$ cat src/rtl/ata_taskfile_chan.sv
module ata_taskfile_chan #(
  parameter int CHAN      = 0,
  parameter int PKT_BYTES = 12
) (
  input  logic        clk,
  input  logic        rst_n,
  input  logic [1:0]  drv_present,
  input  logic [1:0]  drv_is_cd,
  input  logic        wr_en,
  input  logic        rd_en,
  input  logic [15:0] addr,
  input  logic [7:0]  wdata,
  input  logic [2:0]  acc_bytes,
  output logic [7:0]  rdata,
  output logic        irq,
  output logic        acc_err,
  output logic        pkt_start,
  output logic [3:0]  pkt_len,
  output logic        ident_load
);
  localparam logic [15:0] CMD_BASE = (CHAN == 0) ? 16'h01F0 : 16'h0170;
  localparam logic [15:0] CTL_BASE = (CHAN == 0) ? 16'h03F6 : 16'h0376;

  logic [7:0] err_r, stat_r, cmd_r, ctrl_r, feat_r, dh_r;
  logic [7:0] sc_r [2];
  logic [7:0] sn_r [2];
  logic [7:0] cl_r [2];
  logic [7:0] ch_r [2];
  logic       pend_r;

  wire       hit_cmd = (addr & 16'hFFF8) == CMD_BASE;
  wire       hit_ctl = (addr & 16'hFFFE) == CTL_BASE;
  wire [2:0] off     = addr[2:0];
  wire       tf_hit  = hit_ctl || (hit_cmd && off != 3'd0);
  wire       narrow  = acc_bytes == 3'd1;
  wire       wr_ok   = wr_en && tf_hit && narrow;
  wire       rd_ok   = rd_en && tf_hit && narrow;
  wire       wide    = (wr_en || rd_en) && tf_hit && !narrow;
  wire       sel     = dh_r[4];
  wire       absent  = !drv_present[sel];
  wire       sel_cd  = drv_present[sel] && drv_is_cd[sel];
  wire       wr_ctl  = wr_ok && hit_ctl && !addr[0];
  wire       wr_cmd  = wr_ok && hit_cmd && off == 3'd7;
  wire       wr_dh   = wr_ok && hit_cmd && off == 3'd6;

  assign irq     = pend_r && !ctrl_r[1];
  assign pkt_len = 4'(PKT_BYTES);

  always_comb begin
    rdata = 8'h00;
    if (rd_ok) begin
      if (hit_ctl && addr[0]) rdata = 8'hFF;
      else if (absent) rdata = (hit_cmd && off == 3'd6) ? 8'hA0 : 8'h00;
      else if (hit_ctl) rdata = stat_r;
      else begin
        case (off)
          3'd1: rdata = err_r;
          3'd2: rdata = sc_r[sel];
          3'd3: rdata = sn_r[sel];
          3'd4: rdata = cl_r[sel];
          3'd5: rdata = ch_r[sel];
          3'd6: rdata = dh_r;
          3'd7: rdata = stat_r;
          default: rdata = 8'h00;
        endcase
      end
    end
  end

  always_ff @(posedge clk or negedge rst_n) begin
    if (!rst_n) begin
      err_r <= 8'h01; stat_r <= 8'h00; cmd_r <= 8'h00; ctrl_r <= 8'h08;
      feat_r <= 8'h00; dh_r <= 8'h00; pend_r <= 1'b0;
      acc_err <= 1'b0; pkt_start <= 1'b0; ident_load <= 1'b0;
      for (int i = 0; i < 2; i++) begin
        sc_r[i] <= 8'h01; sn_r[i] <= 8'h01; cl_r[i] <= 8'h00; ch_r[i] <= 8'h00;
      end
    end else begin
      acc_err    <= wide;
      pkt_start  <= 1'b0;
      ident_load <= 1'b0;
      if (rd_ok && hit_cmd && off == 3'd7) pend_r <= 1'b0;
      if (wr_ctl) begin
        if (!ctrl_r[2] && wdata[2]) begin
          stat_r <= 8'h90; err_r <= 8'h01; cmd_r <= 8'h00;
          ctrl_r <= wdata & ~8'h02; pend_r <= 1'b0;
        end else begin
          ctrl_r <= wdata;
          if (ctrl_r[2] && !wdata[2]) begin
            stat_r <= {2'b01, stat_r[5:0]};
            dh_r[3:0] <= 4'h0;
            for (int i = 0; i < 2; i++) begin
              sc_r[i] <= 8'h01; sn_r[i] <= 8'h01;
              cl_r[i] <= drv_is_cd[i] ? 8'h14 : 8'h00;
              ch_r[i] <= drv_is_cd[i] ? 8'hEB : 8'h00;
            end
          end
        end
      end
      if (wr_ok && hit_cmd) begin
        case (off)
          3'd1: feat_r <= wdata;
          3'd2: sc_r[sel] <= wdata;
          3'd3: sn_r[sel] <= wdata;
          3'd4: cl_r[sel] <= wdata;
          3'd5: ch_r[sel] <= wdata;
          3'd6: begin
            dh_r <= wdata | 8'hA0;
            if (!drv_present[wdata[4]]) begin
              err_r[2] <= 1'b1; stat_r[0] <= 1'b1;
            end
          end
          3'd7: begin
            cmd_r <= wdata;
            if (wdata == 8'hA0 && sel_cd) begin
              sc_r[sel] <= 8'h01;
              stat_r <= (stat_r & 8'h5E) | 8'h08;
              pkt_start <= 1'b1;
            end else if (wdata == 8'hA1) begin
              stat_r <= 8'h58; err_r <= 8'h00; pend_r <= 1'b1; ident_load <= 1'b1;
            end else begin
              stat_r <= 8'h41; err_r <= 8'h04; pend_r <= 1'b1;
            end
          end
          default: ;
        endcase
      end
    end
  end

  assert_srst_rise_R2: assert property (@(posedge clk) disable iff (!rst_n)
    (wr_ctl && !ctrl_r[2] && wdata[2]) |=> (stat_r == 8'h90 && err_r == 8'h01 && !ctrl_r[1] && !irq));
  assert_dh_fixed_R4: assert property (@(posedge clk) disable iff (!rst_n)
    wr_dh |=> (dh_r[7] && dh_r[5]));
  assert_addr_ff_R5: assert property (@(posedge clk) disable iff (!rst_n)
    (rd_en && narrow && hit_ctl && addr[0]) |-> rdata == 8'hFF);
  assert_pkt_drq_R7: assert property (@(posedge clk) disable iff (!rst_n)
    pkt_start |-> (stat_r[3] && !stat_r[7] && !stat_r[0]));
  assert_abort_irq_R9: assert property (@(posedge clk) disable iff (!rst_n)
    (wr_cmd && wdata != 8'hA0 && wdata != 8'hA1 && !ctrl_r[1] && !wr_ctl) |=> (irq && stat_r == 8'h41));
  assert_wide_err_R13: assert property (@(posedge clk) disable iff (!rst_n)
    wide |=> (acc_err && $stable(dh_r) && $stable(stat_r)));
endmodule

$ cat config.mk
export PLATFORM = sky130hd
export DESIGN_NAME = ata_taskfile_chan
export DESIGN_NICKNAME = d
export VERILOG_FILES = /design/src/rtl/ata_taskfile_chan.sv
export SDC_FILE = /design/constraint.sdc
export NUM_CORES = 1
export LEC_CHECK = 0
export CAP_MARGIN = 40
export CORE_MARGIN = 4
export CORE_UTILIZATION = 43
export CTS_CLUSTER_SIZE = 30
export DETAILED_ROUTE_END_ITERATION = 12
export HOLD_SLACK_MARGIN = 0.08
export PLACE_DENSITY = 0.63
export SETUP_SLACK_MARGIN = 0.1
export SLEW_MARGIN = 10
export SYNTH_ARGS = -nofsm -noshare
export SYNTH_HDL_FRONTEND = slang
export SYNTH_SLANG_ARGS = --single-unit
$ cat constraint.sdc
create_clock -name clk -period 5 [get_ports clk]
set_input_delay 0.75 -clock clk [delete_from_list [all_inputs] [get_ports clk]]
set_output_delay 0.75 -clock clk [all_outputs]
set_load 0.1 [all_outputs]
**Word level (Yosys, flattened, before mapping)**

Index checks and enable logic that the tools add are counted.

- Register bits: 95
- Input port bits: 35
- Output and inout port bits: 16
- Word-level logic and storage cells: 160

- Magnitude comparators: 4
- Eq/ne operators: 13
- Mux-type cells: 92
- Bitwise gates (word level): 4
- Reduce and logical (&&, ||, !) cells: 29

Operator list:

| kind | count |
|---|---|
| 16-bit 2-to-1 mux | 20 |
| 8-bit 2-to-1 mux | 28 |
| 16-bit bitwise mux | 4 |
| 8-bit case mux with 7 select lines | 1 |
| 16-bit case mux with 2 select lines | 1 |
| 1-bit 2-to-1 mux | 21 |
| 1-bit logical AND | 20 |
| 4-bit 2-to-1 mux | 5 |
| 5-bit 2-to-1 mux | 4 |
| 8-bit == test (second input constant) | 2 |
| 15-bit by 9-bit == test with 1-bit output (second input constant) | 1 |
| 14-bit bitwise AND | 1 |
| 7-bit 2-to-1 mux | 2 |
| 14-bit inverter | 1 |
| 13-bit by 6-bit == test with 1-bit output (second input constant) | 1 |
| 3-bit == test (second input constant) | 4 |
| 8-bit demux with 1-bit select | 1 |
| 3-bit by 1-bit == test with 1-bit output (second input constant) | 2 |
| 3-bit by 2-bit == test with 1-bit output (second input constant) | 2 |
| 1-bit logical NOT | 5 |
| 1-bit by 2-bit less-than comparator with 1-bit output (second input constant) | 2 |
| 2-bit 2-to-1 mux | 2 |
| 1-bit case mux with 2 select lines | 2 |
| 3-bit 2-to-1 mux | 1 |
| 8 further kinds | 9 |

**Depth between registers and ports, before layout**

Gate-level depths: netlist of run 1.

- Depth in word-level cells: 13
- Depth in mapped cells: 8
- Mapped depth without buffers: 5

**Worst setup path before layout of run 1**

No wires, ideal clock.

- Path kind: input to output
- Start: input port addr[12]
- End: output port rdata[5]
- Arrival: 3649 ps
- Required time: 4250 ps
- Slack: 601 ps
- Stages: 5
- Path buffers: 1
- Cells stage by stage: or4_4 > nor3_1 > clkbuf_1 > nand4_1 > o221ai_1

- Cells in the longest elaborated chain, start to end: 6
- Elaborated cells on any way between the ends: 13
- Classes of those cells: 2 x eq/ne; 5 x mux; 6 x reduce/logical

RTL lines:

| item | line | RTL |
|---|---|---|
| from (decl) | 11 | `input logic [15:0] addr,` |
| 13-bit by 6-bit == test with 1-bit output | 31 | `wire hit_cmd = (addr & 16'hFFF8) == CMD_BASE;` |
| 1-bit logical AND (on tied branches) | 53, 34 |  |
| 8-bit 2-to-1 mux / 1-bit logical OR (equally long branches) | 53, 34 |  |
| 8-bit 2-to-1 mux / 1-bit logical AND (equally long branches) | 53, 37 |  |
| 8-bit 2-to-1 mux / 1-bit logical AND (equally long branches) | 52, 37 |  |
| 8-bit 2-to-1 mux (*) | 51 | `if (rd_ok) begin` |
| to (decl) | 14 | `output logic [7:0] rdata,` |

Mark *: on every way between the ends. The rest lies on a longest branch, timed or not.

**Final worst setup path of run 1**

- Start: input port addr[2]
- End: output port rdata[2]

- Cells in the longest elaborated chain, start to end: 6
- Elaborated cells on any way between the ends: 19
- Classes of those cells: 8 x eq/ne; 5 x mux; 6 x reduce/logical

RTL lines:

| item | line | RTL |
|---|---|---|
| 3-bit == test, or another cell as far along | 56 | `case (off)` |
| 8-bit case mux with 7 select lines / 1-bit logical AND (equally long branches) | 56, 34 |  |
| 8-bit 2-to-1 mux / 1-bit logical OR (equally long branches) | 54, 34 |  |
| 8-bit 2-to-1 mux / 1-bit logical AND (equally long branches) | 53, 37 |  |
| 8-bit 2-to-1 mux / 1-bit logical AND (equally long branches) | 52, 37 |  |
| 8-bit 2-to-1 mux (*) | 51 |  |

Marks and branches as above.

==> results of run 1 <==
how the worst max path moves through the flow:
stage / start / to / slack (ns) / depth (start not counted)
floorplan: addr[12] / rdata[5] / 0.60 / 5
global placement: addr[2] / rdata[2] / 0.93 / 8
detailed placement: addr[2] / rdata[2] / 0.84 / 8
CTS: addr[2] / rdata[2] / 0.83 / 8
global route: addr[2] / rdata[2] / 0.71 / 8
finish: addr[2] / rdata[2] / 0.82 / 8
synth_stat cells (all sizes together) (6+ instances only):
cell type / number
dfrtp: 88
o21ai: 66
nand2: 64
a21oi: 42
nor2: 39
clkbuf: 37
nand3: 30
mux2i: 25
inv: 18
buf: 15
nor3: 14
o22ai: 13
and2: 12
o2bb2ai: 11
a22oi: 10
a211oi: 7
or4: 7
nor4: 6
placed cells by master (no fill, tap or decap), types with 10 or more instances in the layout:
cell type        synthesis  routed
and2_1                  11      11
o21ai_0                 66      66
o22ai_1                 13      13
clkdlybuf4s50_1          0      37
buf_4                    4      18
nor2_1                  39      39
nand3_1                 30      30
a21oi_1                 42      42
inv_1                   18      18
a22oi_1                 10      10
mux2i_1                 25      25
nor3_1                  14      14
dfrtp_1                 88      88
nand2_1                 64      64
area by class of cell:
class | count | area (µm²) | area share
multi-input combinational | 434 | 2621 | 0.4184
sequential | 93 | 2333 | 0.3725
timing repair buffer | 67 | 750.7 | 0.1198
clock buffer | 13 | 260.3 | 0.04154
tap | 147 | 183.9 | 0.02936
inverter | 19 | 71.32 | 0.01138
clock inverter | 3 | 43.79 | 0.006990
layer usage:
| layer | track usage | vias up | wire (µm) |
|---|---|---|---|
| li1 | - | 2206 | - |
| met1 | 0.3717 | 2339 | 8479 |
| met2 | 0.3912 | 169 | 7898 |
| met3 | 0.04402 | 18 | 1020 |
| met4 | 0.08762 | 0 | 396 |
| met5 | 0 | - | 0 |
power breakdown:
group / switching (mW) / leakage [nW] / total (mW) / internal [mW]
combinational: 0.0943 / 1.31 / 0.139 / 0.0450
sequential: 0.0000224 / 1.26 / 0.752 / 0.752
clock: 0.300 / 0.150 / 0.716 / 0.416
total: 0.394 / 2.73 / 1.61 / 1.21
state kept, by name, indices dropped and copies added (netlist names):
signal and flops:
ctrl_r 2, acc_err 1, sn_r 16, ident_load 1, ch_r 16, err_r 8, cl_r 16, stat_r 8
sc_r 16, pend_r 1, pkt_start 1, dh_r 7
cell families after synthesis:
| family | after synthesis |
|---|---|
| mux | 30 |
| other cells | 2 |
| simple gates | 214 |
| compound gates | 186 |
| flops | 93 |
| buf+inv | 71 |
per-stage QoR:
| step | cells | area [µm²] | hold slack, ns | total power, mW |
|---|---|---|---|---|
| finish | 776 | 6265 | 0.4826 | 1.607 |
| floorplan | 598 | 5253 | 0.4505 | 0.8348 |
| detailed placement | 760 | 5961 | 0.4736 | 0.9044 |
| global route | 776 | 6265 | 0.5164 | 1.663 |
| CTS | 776 | 6265 | 0.4942 | 1.616 |
| global placement | 756 | 5876 | 0.4674 | 0.9032 |
==> results.cfg, run 1 <==
[run_status]
status = finished clean

[clock_network]
hold_buffers = 0
cts_root_buf = clkbuf_16
htreeDepth = 3
cts_inserted_buffers = 9
clk_latency_ns = 0.35
clock_path_buffers = 2
post-cts-setup-buffer-count = 0
clk_pin_slew_ns = 0.06
clock-sinks = 93
cts_tree = built
cts_resized = 0

[logic_synthesis]
netlist_area_um2 = 5245
yosysTopAreaCell = dfrtp_1
synthXorXnorAreaFrac = 0
synth_top_family_by_area = compound AO/OA/AOI/OAI gates
yosys-mux-area-fraction = 0.05844
yosysTopAreaCellShare = 0.4198
ys_top_cells_by_area = dfrtp_1 (42%), o21ai_0 (6.3%), mux2i_1 (4.8%), nand2_1 (4.6%), a21oi_1 (4.0%)
synthSimpleGateAreaFrac = 0.2087
synth_compound_area_frac = 0.2285
ys_warn_count = 0
yosys.area_share.adder = 0
synth.distinct_cells = 62
async_flop_share = 1.000
yosysSeqAreaShare = 0.4449
avgSynthCellArea_um2 = 8.800
synth_cells = 596
synth_top_flop_cell = dfrtp_1
synth_edf_count = 0
synth_seq_cells = 93

[setup_path]
setup.worst_path.start_class = input port
worstSetupPathType = input port to output pin
rr_endpoint = sc_r[6]
rrSetupSlack_ns = 2.41
crit_path_top_delay_cell = nor2b_1
crit_arrival_ns = 3.43
slowest_delay_ns = 0.68
path_cells = clkdlybuf4s50_1 > buf_4 > nor2b_1 > a22oi_1 > o22a_1 > and4b_1 > o22ai_1 > buf_12
critPathMaxFanout = 21
reg2reg_depth = 6
critPathTopFamily = buffers and inverters
r2r_start = dh_r[4]
worst_setup_path_end_kind = output pin
critPathRequiredTime_ns = 4.25
crit_buf_inv = 3

[sta]
skew_ns = 0.007147
finalCritPeriodShare = 0.8367
setup_violations = 0
tns_ns = 0
rsz0062_at_grt = no
relSlewSlack = 0.4364
drv_slew = 0
max_clock_freq_ghz = 0.2390
fin_ws_ns = 0.8167
period_needed_ns = 4.183
worst_pin_slew_ns = 0.8377
hold_violations = 0

[floorplanning]
die-area_um2 = 14030
initial_core_util = 0.4385
num_io_pins = 51
die_w_um = 118.4
rows = 40
dieHeight_um = 118.4
core_um2 = 11960

[global_routing]
antenna_found_initial = 0
grt_usage = 0.2570
grt_first_pass_wirelength_mm = 27.77
grt_pass1_vias = 4558
grt_overflow = 0
grt_max_degree = 62

[placement]
dp_hpwl_mm = 12.71
numPortBuffers = 46
pre_cts_ws_ns = 0.8384
gp_congestion = 0.9381

[finish]
utilization = 0.5237
antenna-diode-count = 0
fin_nets = 659
syn2layout_area_growth_pct = 19.44
nFillCells = 1124
drive_above_1_share = 0.1113

[routing]
vias = 4732
drc = 0
ant_nets = 0
wire_per_inst_um = 22.93
drt_iter0_drc = 416
viasPerCell = 6.098
dr.pass1.iters = 5
finalWirelength_mm = 17.80

[pwr]
power_density_nw_per_um2 = 256.6
p_leak_nw = 2.726
peakVddDrop_uv = 205.0

[job]
maxCapViolCount = 0

[hold_path]
min_path_type = input port to async pin
No activity file was read; power rests on OpenSTA's default activity.
==> run 2: changes to the inputs <==
clock period = 4.2 ns   (was 5 ns; I/O delays follow)
==> results.cfg, run 2 (same netlist as run 1, synthesis figures left out) <==
[run_status]
status = finished clean

[finish]
utilization = 0.5293
final_common_cell = dfrtp_1
antenna-diode-count = 0
syn2layout_area_growth_pct = 20.71
fin_nets = 669
final_cell_mix = dfrtp_1 (88), o21ai_0 (66), nand2_1 (64)
drive_above_1_share = 0.1268

[sta]
tns_ns = 0
finalCritPeriodShare = 0.9205
worst_pin_slew_ns = 0.8002
drv_slew = 0
hold_ws_ns = 0.1383
setup_violations = 0
relSlewSlack = 0.4616
fin_ws_ns = 0.3339
rsz0062_at_grt = no
period_needed_ns = 3.866
hold_violations = 0
max_clock_freq_ghz = 0.2587
skew_ns = 0.009557

[global_routing]
antenna_found_initial = 0
grt_usage = 0.2589
grt_max_degree = 65
grt_pass1_vias = 4667
grt_first_pass_wirelength_mm = 27.66
grt_overflow = 0

[placement]
gp_congestion = 0.8965
numPortBuffers = 46
pre_cts_ws_ns = 0.3896
dp_hpwl_mm = 12.96

[pwr]
peakVddDrop_uv = 193.0
power_mw = 1.857
p_leak_nw = 2.763
power_density_nw_per_um2 = 293.4

[setup_path]
slowest_delay_ns = 0.85
critPathMaxFanout = 15
setup.worst_path.start_class = input port
critPathRequiredTime_ns = 3.57
reg2reg_depth = 5
worstSetupPathType = input port to output pin
crit_arrival_ns = 3.24
worst_setup_path_end_kind = output pin
crit_path_top_delay_cell = clkdlybuf4s50_1
path_cells = clkdlybuf4s50_1 > nor2b_1 > a22oi_1 > o22a_1 > and4b_1 > o22ai_1 > buf_12

[routing]
wire_per_inst_um = 22.53
dr.pass1.iters = 5
vias = 4825
drc = 0
drt_iter0_drc = 440
finalWirelength_mm = 17.71
viasPerCell = 6.139
ant_nets = 0

[clock_network]
clock-sinks = 93
cts_resized = 0
hold_buffers = 0
clk_latency_ns = 0.36
htreeDepth = 3
cts_inserted_buffers = 9
cts_tree = built
cts_root_buf = clkbuf_16
clock_path_buffers = 2
post-cts-setup-buffer-count = 0
clk_pin_slew_ns = 0.07

[floorplanning]
num_io_pins = 51
die_w_um = 118.4
rows = 40
dieHeight_um = 118.4
initial_core_util = 0.4385
core_um2 = 11960
die-area_um2 = 14030

[hold_path]
min_path_type = input port to async pin

[job]
maxCapViolCount = 0
-- run 2: worst paths after layout --
| check | from | end | slack (ns) |
|---|---|---|---|
| worst max-delay path | addr[1] | rdata[2] | 0.33 |
| worst min-delay path | rst_n | ident_load | 0.14 |
| worst max register to register | dh_r[4] | ch_r[2] | 1.78 |
| worst min register to register | sc_r[4] | sc_r[4] | 0.49 |
| max in group asynchronous | rst_n | err_r[0] | 3.13 |
| min in group clk | sc_r[4] | sc_r[4] | 0.49 |
-- run 2: routing by layer --
layer | vias up | track usage | wire, µm
met2 | 194 | 0.3980 | 8215
met5 | - | 0 | 0
met3 | 27 | 0.03923 | 1084
li1 | 2223 | - | -
met4 | 0 | 0.08545 | 382
met1 | 2381 | 0.3754 | 8030
-- run 2: stage by stage --
| step | std cells | instance area (µm²) |
|---|---|---|
| finish | 786 | 6331 |
| global route | 786 | 6331 |
| CTS | 786 | 6331 |
| detailed placement | 770 | 6050 |
| global placement | 765 | 5949 |
| floorplan | 598 | 5259 |
-- run 2: final cells by class --
type	instances	area, µm²
fillers	1132	5630
multi-input cells	434	2628
flip-flops and latches	93	2333
repair buffers	77	833.3
clock buffers	13	260.3
well taps	147	183.9
inverters	19	71.32
clock inverters	3	21.27
-- run 2: worst max-delay path: cells and delay by family --
kind	cells	cell delay, ns
buf+inv	2	1.07
simple gates	2	0.77
compound gates	3	0.74
-- run 2: power breakdown --
| part | switching (mW) | total, mW | internal [mW] |
|---|---|---|---|
| clock network | 0.357 | 0.791 | 0.434 |
| logic | 0.112 | 0.170 | 0.0587 |
| registers | 0.0000290 | 0.896 | 0.896 |
